**config.mk**
```make
export PLATFORM = sky130hd
export DESIGN_NAME = fir3_csa
export DESIGN_NICKNAME = d
export VERILOG_FILES = /design/src/rtl/fir3_pkg.sv /design/src/rtl/fir3_history.sv /design/src/rtl/fir3_csa_layer.sv /design/src/rtl/fir3_cpa.sv /design/src/rtl/fir3_csa.sv
export SDC_FILE = /design/constraint.sdc
export NUM_CORES = 1
export LEC_CHECK = 0
export BUFFER_PORTS_ARGS = -buffer_cell sky130_fd_sc_hd__buf_4
export CORE_UTILIZATION = 70
export CTS_BUF_LIST = sky130_fd_sc_hd__clkbuf_2
export DETAILED_ROUTE_END_ITERATION = 10
export GPL_TIMING_DRIVEN = 0
export PLACE_DENSITY_LB_ADDON = 0.05
export SYNTH_ARGS = -nofsm -noshare
export SYNTH_HDL_FRONTEND = slang
export SYNTH_HIERARCHICAL = 1
export SYNTH_SLANG_ARGS = --single-unit
```
**constraint.sdc**
```tcl
create_clock -name clk -period 11.5 [get_ports clk]
set_input_delay 0.575 -clock clk [delete_from_list [all_inputs] [get_ports clk]]
set_output_delay 0.575 -clock clk [all_outputs]
set_load 0.03 [all_outputs]
```
**src/rtl/fir3_pkg.sv**
```systemverilog
package fir3_pkg;

  localparam int TAP_COUNT = 3;

  // Two-of-three vote used as the carry of a (3,2) counter.
  function automatic logic maj3(input logic a, input logic b, input logic c);
    return (a & b) | (a & c) | (b & c);
  endfunction

endpackage

```
**src/rtl/fir3_history.sv**
```systemverilog
module fir3_history #(
  parameter int DATA_W = 8,
  parameter int DEPTH  = 2
) (
  input  logic                         clk,
  input  logic                         rst,
  input  logic                         shift_en,
  input  logic [DATA_W-1:0]            din,
  output logic [DEPTH-1:0][DATA_W-1:0] hist
);

  logic [DEPTH-1:0][DATA_W-1:0] hist_q;

  always_ff @(posedge clk) begin
    if (rst) begin
      hist_q <= '0;
    end else if (shift_en) begin
      hist_q[0] <= din;
      for (int i = 1; i < DEPTH; i++) begin
        hist_q[i] <= hist_q[i-1];
      end
    end
  end

  assign hist = hist_q;

  // a cycle without a sample leaves the history untouched
  assert_hist_hold_R4: assert property (@(posedge clk) disable iff (rst)
    !shift_en |=> $stable(hist_q));

  // an accepted sample becomes the newest history entry
  assert_hist_load_R2: assert property (@(posedge clk) disable iff (rst)
    shift_en |=> (hist_q[0] == $past(din)));

endmodule

```
**src/rtl/fir3_csa_layer.sv**
```systemverilog
module fir3_csa_layer
  import fir3_pkg::*;
#(
  parameter int W = 16
) (
  input  logic [W-1:0] op_a,
  input  logic [W-1:0] op_b,
  input  logic [W-1:0] op_c,
  output logic [W-1:0] sum_vec,
  output logic [W-1:0] carry_vec
);

  // One independent (3,2) counter per bit column; no carry moves between columns.
  for (genvar i = 0; i < W; i++) begin : g_col
    assign sum_vec[i]   = op_a[i] ^ op_b[i] ^ op_c[i];
    assign carry_vec[i] = maj3(op_a[i], op_b[i], op_c[i]);
  end

endmodule

```
**src/rtl/fir3_cpa.sv**
```systemverilog
module fir3_cpa #(
  parameter int IN_W  = 16,
  parameter int OUT_W = 18
) (
  input  logic [IN_W-1:0]  sum_vec,
  input  logic [IN_W-1:0]  carry_vec,
  output logic [OUT_W-1:0] result
);

  localparam int PAD_S = OUT_W - IN_W;
  localparam int PAD_C = OUT_W - IN_W - 1;

  // The carry vector carries twice the weight of its column.
  assign result = {{PAD_S{1'b0}}, sum_vec} + {{PAD_C{1'b0}}, carry_vec, 1'b0};

endmodule

```
**src/rtl/fir3_csa.sv**
```systemverilog
module fir3_csa
  import fir3_pkg::*;
#(
  parameter int SAMPLE_W = 8,
  parameter int COEF_W   = 8
) (
  input  logic                         clk,
  input  logic                         rst,
  input  logic                         in_valid,
  input  logic [SAMPLE_W-1:0]          in_sample,
  input  logic [COEF_W-1:0]            coef0,
  input  logic [COEF_W-1:0]            coef1,
  input  logic [COEF_W-1:0]            coef2,
  output logic                         out_valid,
  output logic [SAMPLE_W+COEF_W+1:0]   out_data
);

  localparam int PROD_W  = SAMPLE_W + COEF_W;
  localparam int OUT_W   = PROD_W + 2;
  localparam int HIST_D  = TAP_COUNT - 1;
  localparam logic [OUT_W-1:0] MAX_SUM =
    OUT_W'(TAP_COUNT) * OUT_W'((1 << SAMPLE_W) - 1) * OUT_W'((1 << COEF_W) - 1);

  logic [HIST_D-1:0][SAMPLE_W-1:0]    hist;
  logic [TAP_COUNT-1:0][SAMPLE_W-1:0] tap_x;
  logic [TAP_COUNT-1:0][COEF_W-1:0]   tap_h;
  logic [TAP_COUNT-1:0][PROD_W-1:0]   prod;
  logic [PROD_W-1:0]                  sum_vec, carry_vec;
  logic [OUT_W-1:0]                   total;

  fir3_history #(.DATA_W(SAMPLE_W), .DEPTH(HIST_D)) u_hist (
    .clk(clk), .rst(rst), .shift_en(in_valid), .din(in_sample), .hist(hist)
  );

  // The newest tap reads the incoming sample, the older taps read the history.
  assign tap_x[0] = in_sample;
  for (genvar t = 1; t < TAP_COUNT; t++) begin : g_tapx
    assign tap_x[t] = hist[t-1];
  end
  assign tap_h[0] = coef0;
  assign tap_h[1] = coef1;
  assign tap_h[2] = coef2;

  // All products are formed in parallel.
  for (genvar t = 0; t < TAP_COUNT; t++) begin : g_mul
    assign prod[t] = PROD_W'(tap_x[t]) * PROD_W'(tap_h[t]);
  end

  fir3_csa_layer #(.W(PROD_W)) u_csa (
    .op_a(prod[0]), .op_b(prod[1]), .op_c(prod[2]),
    .sum_vec(sum_vec), .carry_vec(carry_vec)
  );

  fir3_cpa #(.IN_W(PROD_W), .OUT_W(OUT_W)) u_cpa (
    .sum_vec(sum_vec), .carry_vec(carry_vec), .result(total)
  );

  always_ff @(posedge clk) begin
    if (rst) begin
      out_valid <= 1'b0;
      out_data  <= '0;
    end else begin
      out_valid <= in_valid;
      if (in_valid) out_data <= total;
    end
  end

  // the redundant pair keeps the value of the three products
  assert_csa_conserve_R7: assert property (@(posedge clk) disable iff (rst)
    (OUT_W'(sum_vec) + {1'b0, carry_vec, 1'b0}) ==
    (OUT_W'(prod[0]) + OUT_W'(prod[1]) + OUT_W'(prod[2])));

  // a valid flag follows each accepted sample by one edge
  assert_valid_follow_R6: assert property (@(posedge clk) disable iff (rst)
    in_valid |=> out_valid);

  // no valid flag without an accepted sample
  assert_valid_idle_R6: assert property (@(posedge clk) disable iff (rst)
    !in_valid |=> !out_valid);

  // an idle cycle holds the output
  assert_out_hold_R4: assert property (@(posedge clk) disable iff (rst)
    !in_valid |=> $stable(out_data));

  // the result never exceeds the largest possible sum
  assert_no_overflow_R3: assert property (@(posedge clk) disable iff (rst)
    out_valid |-> (out_data <= MAX_SUM));

endmodule

```
==> impl_results.md, run 1 <==
- Type of element capturing the critical path: flip-flop
- Routed WL: around 19000 um
- Clock buffer depth: 2
- Critical path origin: u_hist/hist[2]
- Reg-to-Reg Start: u_hist/hist[2]
- Crit start category: flip-flop
- Post-synth EDFFs: 0
- Initial antenna violation count: 0
- RSZ-0062 raised after global routing: no
- Synthesized area: between 0.008 and 0.009 mm^2
- IO Port Bufs: 51
- Die Span X: 114 um
- Die H: between 100 and 150 um
- Antenna viol nets, final: 0
- Yosys top cell by area: fa_1
- Most numerous cell in the Yosys netlist: inv_1
- CTS buffer count: 5
- Ports: 54
- Share of the synthesized area in the top cell type: 0.286
- Final Critical Period: about 6.7 ns
- Global-route wire length before repair: 32500 um
- Synth area leaders: fa_1 29%, ha_1 18%, and2_1 11%
- Setup bufs post-CTS: 0
- Final setup violation count: 0
- GR peak layer: met2
- Max Clk Rate: approximately 150 MHz
- Via count: 6885
- ANT cells: 0
- Share of cells above drive strength 1: 0.0766
- Post-route setup slack: 4.83 ns
- Clk_lat worst skew: 0.46 ns
- Worst-margin pin slew: 0.492 ns
- Fin. Hold Viols: 0
- Post-CTS Resized: 0
- WL/cell: 15.6 um
- DR iter-0 viols: between 300 and 400
- Post-synth cell types: 65
- Worst Clk Skew: ~0.047 ns
- Sink Count: 35
- Initial Utilization: 0.723
- DR DRC count: 0
- Pwr dens: 180 mW/mm^2
- Async SR Flop Fraction: 0
- Vias in the first global route: 6937
- Largest net degree at the start of global routing: 14
- Kind of critical path: flip-flop to flip-flop
- DRT Pass-1 Iters: 4
- Sequential area share after synthesis: 0.0800
- Min-delay src: in_valid
- Crit path required time: about 12 ns
- Clock transition at path regs: between 0.2 and 0.3 ns
- Post-route core utilization: 0.778
- Min-Delay Path Class: input pin to flip-flop
- CP arrival: 7.10 ns
- CP peak stage delay: 0.64 ns
- Post-CTS Hold Buffers: 0
- GPL Wtd Cong: between 0.8 and 0.9
- Vias per cell: between 5 and 6
- Syn_area_per_cell: just under 9 um^2
- Core ar.: 0.0121 mm^2
- CP Cell Sequence: nand2_1 -> fa_1 -> fa_1 -> inv_1 -> fa_1 -> inv_1 -> fa_1 -> inv_1 -> ha_1 -> or4_4 -> o21ai_2 -> a21oi_2 -> and4b_1 -> or3_1 -> fa_1 -> ha_1 -> buf_2 -> a21oi_1 -> mux2i_1 -> o31ai_1 -> a41oi_1 -> o311a_1 -> mux2i_1 -> nor2_1
- Synth Net Count: between 1000 and 1500
- Met2 usage: 0.551
- CTS tree: done
- Setup_tns: 0 ns
- Row count: 40
- Area growth, synth to finish: 7.60%
- M3 GR Usage: 0.0218
- GR Util All Layers: 0.316
- Most frequent CP cell: fa_1
- Dpl cell area: 0.00935 mm^2
- Slew Viols, Final: 0
- Post-Synthesis Cells: ~990
- Final instance area: between 0.009 and 0.01 mm^2
- Max VDD drop: 0.177 mV
- Max cap viols: 0
- Static Leakage: roughly 5 nW
- Hpwl dp: 15700 um
- Slowest cell on crit path: dfxtp_1
- Yosys reg bits: 35
- H-tree depth: 2
- Main synth FF type: dfxtp_1
- Tcrit/Tclk final: 0.580
- CTS Root Cell: clkbuf_2
- Crit-path max FO: 10
- GR met1 Demand/Resource: 0.429
- Die area: ~0.013 mm^2
- Net count, final: ~1300
- Dpl ws: between 4 and 5 ns
- Synth warnings: 6
- Status: finished clean
- Grt ovf: 0
- Commonest cells post-synth: 162 x inv_1, 150 x and2_1, 125 x fa_1, 123 x ha_1, 66 x nand2_1
- Max_slew headroom: 0.667
==> worst paths after layout <==
kind | to | slack (ns) | cells past startpoint
worst max-delay path | out_data[14] | 4.83 | 24
worst min-delay path | u_hist/hist[9] | 0.43 | 3
worst max register to register | out_data[14] | 4.83 | 24
worst min register to register | out_data[17] | 0.53 | 2
==> critical path: cells and delay by family, from the launching register on <==
family / cells / cell delay (ns)
AND/OR/NAND/NOR: 5 / 1.43
adder cells (fa/ha/maj): 7 / 2.96
multiplexers: 2 / 0.32
flip-flops: 1 / 0.64
AO/OA/AOI/OAI: 6 / 0.97
buffers and inverters: 4 / 0.32
==> placed cells by master, fill, tap and decap left out, drive strengths merged, types with 3 or more instances in the layout <==
master   count
inv        163
fa         125
o21ai       27
o311ai       4
a2111oi      3
nand2       66
o211ai       5
a211oi       4
buf         61
nand2b       3
a311oi       6
xnor2       27
a21o         9
clkbuf      12
nand3b       4
and3         5
mux2i       35
nand4        3
nand3        4
a31oi        5
o21a         9
nor3         9
ha         123
or3          5
dfxtp       35
xor2        11
a21oi       32
nor2b        9
and2       150
o21bai       5
nor2        55
==> final cells by class <==
type                    count  area, um^2
repair buffers             51         383
clock inverters             3        47.5
plain buffers              17         106
inverters                 162         608
clock buffers               5        25.0
multi-input cells         771        7340
fillers                   937        2690
well taps                 168         210
flip-flops and latches     35         701
==> kinds of logic (layout without fill, tap and decap cells) <==
group,after synthesis,after routing,share of synthesized area
compound gates,126,126,0.100
xor+xnor,38,38,0.0380
fa+ha+maj,248,248,0.461
buf+inv,179,238,0.0816
flops,35,35,0.0800
mux,36,36,0.0413
simple gates,323,323,0.197
==> metrics by stage <==
step | instances | hold WS, ns | total power, mW
floorplan | 985 | 0.544 | 1.26
global placement | 1204 | 0.474 | 1.54
detailed placement | 1204 | 0.488 | 1.57
CTS | 1212 | 0.417 | 1.68
global route | 1212 | 0.437 | 1.87
finish | 1212 | 0.430 | 1.70
==> registers in the layout, summed over array words and instances, names as in the netlist <==
register     count
out_data        18
u_hist/hist     16
out_valid        1
==> where the power goes <==
group          internal (mW)  total [mW]  switching [mW]
Sequential             0.144       0.160          0.0160
Combinational          0.604        1.44           0.838
Clock                 0.0379      0.0940          0.0561
Total                  0.785        1.70           0.910
==> per-layer routing <==
metal | wire, um | vias up
li1 | - | 3312
met1 | 8620 | 3375
met2 | 9150 | 170
met3 | 739 | 28
met4 | 341 | 0
met5 | 0 | -
Note: power is estimated with default switching activity, not from simulation.
==> inputs of run 2 (changes only) <==
--- a/config.mk
+++ b/config.mk
@@ -6,7 +6,7 @@
 export NUM_CORES = 1
 export LEC_CHECK = 0
 export BUFFER_PORTS_ARGS = -buffer_cell sky130_fd_sc_hd__buf_4
-export CORE_UTILIZATION = 70
+export CORE_UTILIZATION = 65
 export CTS_BUF_LIST = sky130_fd_sc_hd__clkbuf_2
 export DETAILED_ROUTE_END_ITERATION = 10
 export GPL_TIMING_DRIVEN = 0
==> constraint.sdc (replaced) <==
create_clock -name clk -period 6.4 [get_ports clk]
set_input_delay 0.32 -clock clk [delete_from_list [all_inputs] [get_ports clk]]
set_output_delay 0.32 -clock clk [all_outputs]
set_load 0.03 [all_outputs]
==> run 2 against run 1 <==
  * Clock power grew 12%
  * Sequential cell count unchanged
  * Register-to-register slack lost 4.7 ns
==> impl_results.md, run 2 (synthesis results as in run 1) <==
- Crit start category: flip-flop
- Sink Count: 35
- DRT Pass-1 Iters: 5
- Post-route setup slack: around 0.18 ns
- Top reg by flops: out_data
- Tcrit/Tclk final: 0.972
- Clk_lat worst skew: 0.42 ns
- Type of element capturing the critical path: flip-flop
- Clock transition at path regs: ~0.2 ns
- Worst Clk Skew: roughly 0.031 ns
- Net count, final: roughly 1300
- Grt ovf: 0
- DR iter-0 viols: between 300 and 400
- Fin. Hold Viols: 0
- Initial antenna violation count: 0
- WL/cell: between 15 and 20 um
- Worst hold path depth: 3
- DP Cell Count: about 1200
- Net Sw Power: 1.63 mW
- DR DRC count: 0
- Kind of critical path: flip-flop to flip-flop
- Int Pwr: between 1 and 1.5 mW
- Ports: 54
- Hold Crit Endpoint: u_hist/hist[7]
- CP arrival: 6.60 ns
- Crit path required time: 6.78 ns
- Max VDD drop: approximately 0.44 mV
- Clock buffer depth: 2
- ANT cells: 0
- Row count: between 40 and 50
- Most frequent cells in the layout: 162 x inv_1, 150 x and2_1, 124 x fa_1
- Die Span X: 118 um
- Die area: approximately 0.014 mm^2
- CTS tree: done
- Seq pwr share: 0.094
- Reg-to-Reg Start: u_hist/hist[5]
- Max cap viols: 0
- Max_slew headroom: 0.609
- Hpwl dp: approximately 16000 um
- Initial Utilization: 0.664
- Static Leakage: 5.00 nW
- IO Port Bufs: 51
- Most common cell after layout, fill and taps aside: inv_1
- Crit-path max FO: 9
- Logic pwr share: 0.872
- Post-route insts no fill: about 1200
- Core ar.: 0.0132 mm^2
- Final Critical Period: a little over 6 ns
- Post-CTS Hold Buffers: 0
- Global-route wire length before repair: around 32000 um
- R2R Setup Slk: around 0.18 ns
- Routed WL: 18800 um
- Vias per cell: roughly 5.6
- Max Clk Rate: 161 MHz
- Vias in the first global route: 6713
- GPL Wtd Cong: 0.854
- Die H: roughly 120 um
- Share of cells above drive strength 1: 0.0964
- Setup_tns: 0 ns
- FF-to-FF End: out_data[14]
- Largest net degree at the start of global routing: 12
- Sw frac: 0.535
- GR Util All Layers: 0.285
- Critical path origin: u_hist/hist[5]
- Min-delay src: in_valid
- H-tree depth: 2
- Clk network pwr share: 0.034
- Antenna viol nets, final: 0
- CTS Root Cell: clkbuf_2
- Slew Viols, Final: 0
- Final setup violation count: 0
- Area growth, synth to finish: 8.52%
- Worst-margin pin slew: around 0.58 ns
- Pwr dens: 321 mW/mm^2
- CTS buffer count: 5
- Dpl ws: -0.291 ns
- Min-Delay Path Class: input pin to flip-flop
- Status: finished clean
- Via count: 6880
- Max reg flops: 18
- Path depth of the worst reg2reg path: 24
## run 2: changes by cell type in the layout (fill, tap and decap cells not counted), sizes merged
cell	delta
buf	+4
clkinv	+2
inv	-1
bufinv	-1
## run 2: metrics by stage
stage                     power (mW)  hold WS (ns)  cell area (um^2)  utilization
after global routing            3.37         0.205              9500        0.720
after detailed placement        2.85         0.486              9360        0.710
final                           3.05         0.231              9500        0.720
after CTS                       2.99         0.216              9440        0.716
after global placement          2.79         0.474              9360        0.710
after floorplan                 2.26         0.467              8760            -
## run 2: layout make-up
cell class | count | area (um^2)
Timing Repair Buffer | 55 | 413
Sequential cell | 35 | 717
Fill cell | 1086 | 3690
Inverter | 162 | 608
Multi-Input combinational cell | 771 | 7390
Clock inverter | 3 | 15.0
Tap cell | 176 | 220
Clock buffer | 5 | 25.0
Buffer | 17 | 114
## run 2: metal layers
metal  track usage  share of wire  vias up
met1         0.405           0.47     3371
li1              -              -     3323
met5             0              0        -
met4        0.0697          0.019        0
met2         0.469           0.48      163
met3        0.0271          0.038       23
## run 2: what timing repair did
item                                   4_1_cts  5_1_grt
resized for setup                            8       17
cloned                                       0        0
setup endpoints to repair                    5        6
endpoints found under the hold margin        0        0
setup buffers                                2        2
pin swaps                                    0        5
## run 2: how the worst max path moves through the flow
stage                   endpoint  slack [ns]  cells after the start
floorplan           out_data[14]        0.35                     25
global placement    out_data[14]       -0.18                     25
detailed placement  out_data[14]       -0.29                     25
CTS                 out_data[14]        0.02                     24
global route        out_data[14]       -0.03                     25
finish              out_data[14]        0.18                     24
## run 2: power groups by stage
stage	Sequential (mW)	Combinational, mW	Clock [mW]
2_1_floorplan	0.336	1.93	0
3_3_place_gp	0.290	2.50	0
3_5_place_dp	0.291	2.56	0
4_1_cts	0.285	2.60	0.107
5_1_grt	0.290	2.97	0.117
6_report	0.285	2.66	0.105
## run 2: critical path, stage by stage (launching register included)
cell,delay (ns)
dfxtp_4,0.40
buf_4,0.17
and2_1,0.18
fa_1,0.50
inv_1,0.05
fa_1,0.56
fa_1,0.44
fa_1,0.49
inv_1,0.04
ha_1,0.23
or4_4,0.53
o21ai_2,0.08
a21oi_2,0.08
and4b_1,0.20
or3_4,0.40
fa_2,0.37
ha_1,0.29
buf_6,0.15
a21oi_4,0.19
mux2i_1,0.19
o31ai_1,0.08
a41oi_1,0.20
o311a_1,0.20
mux2i_1,0.07
nor2_1,0.08
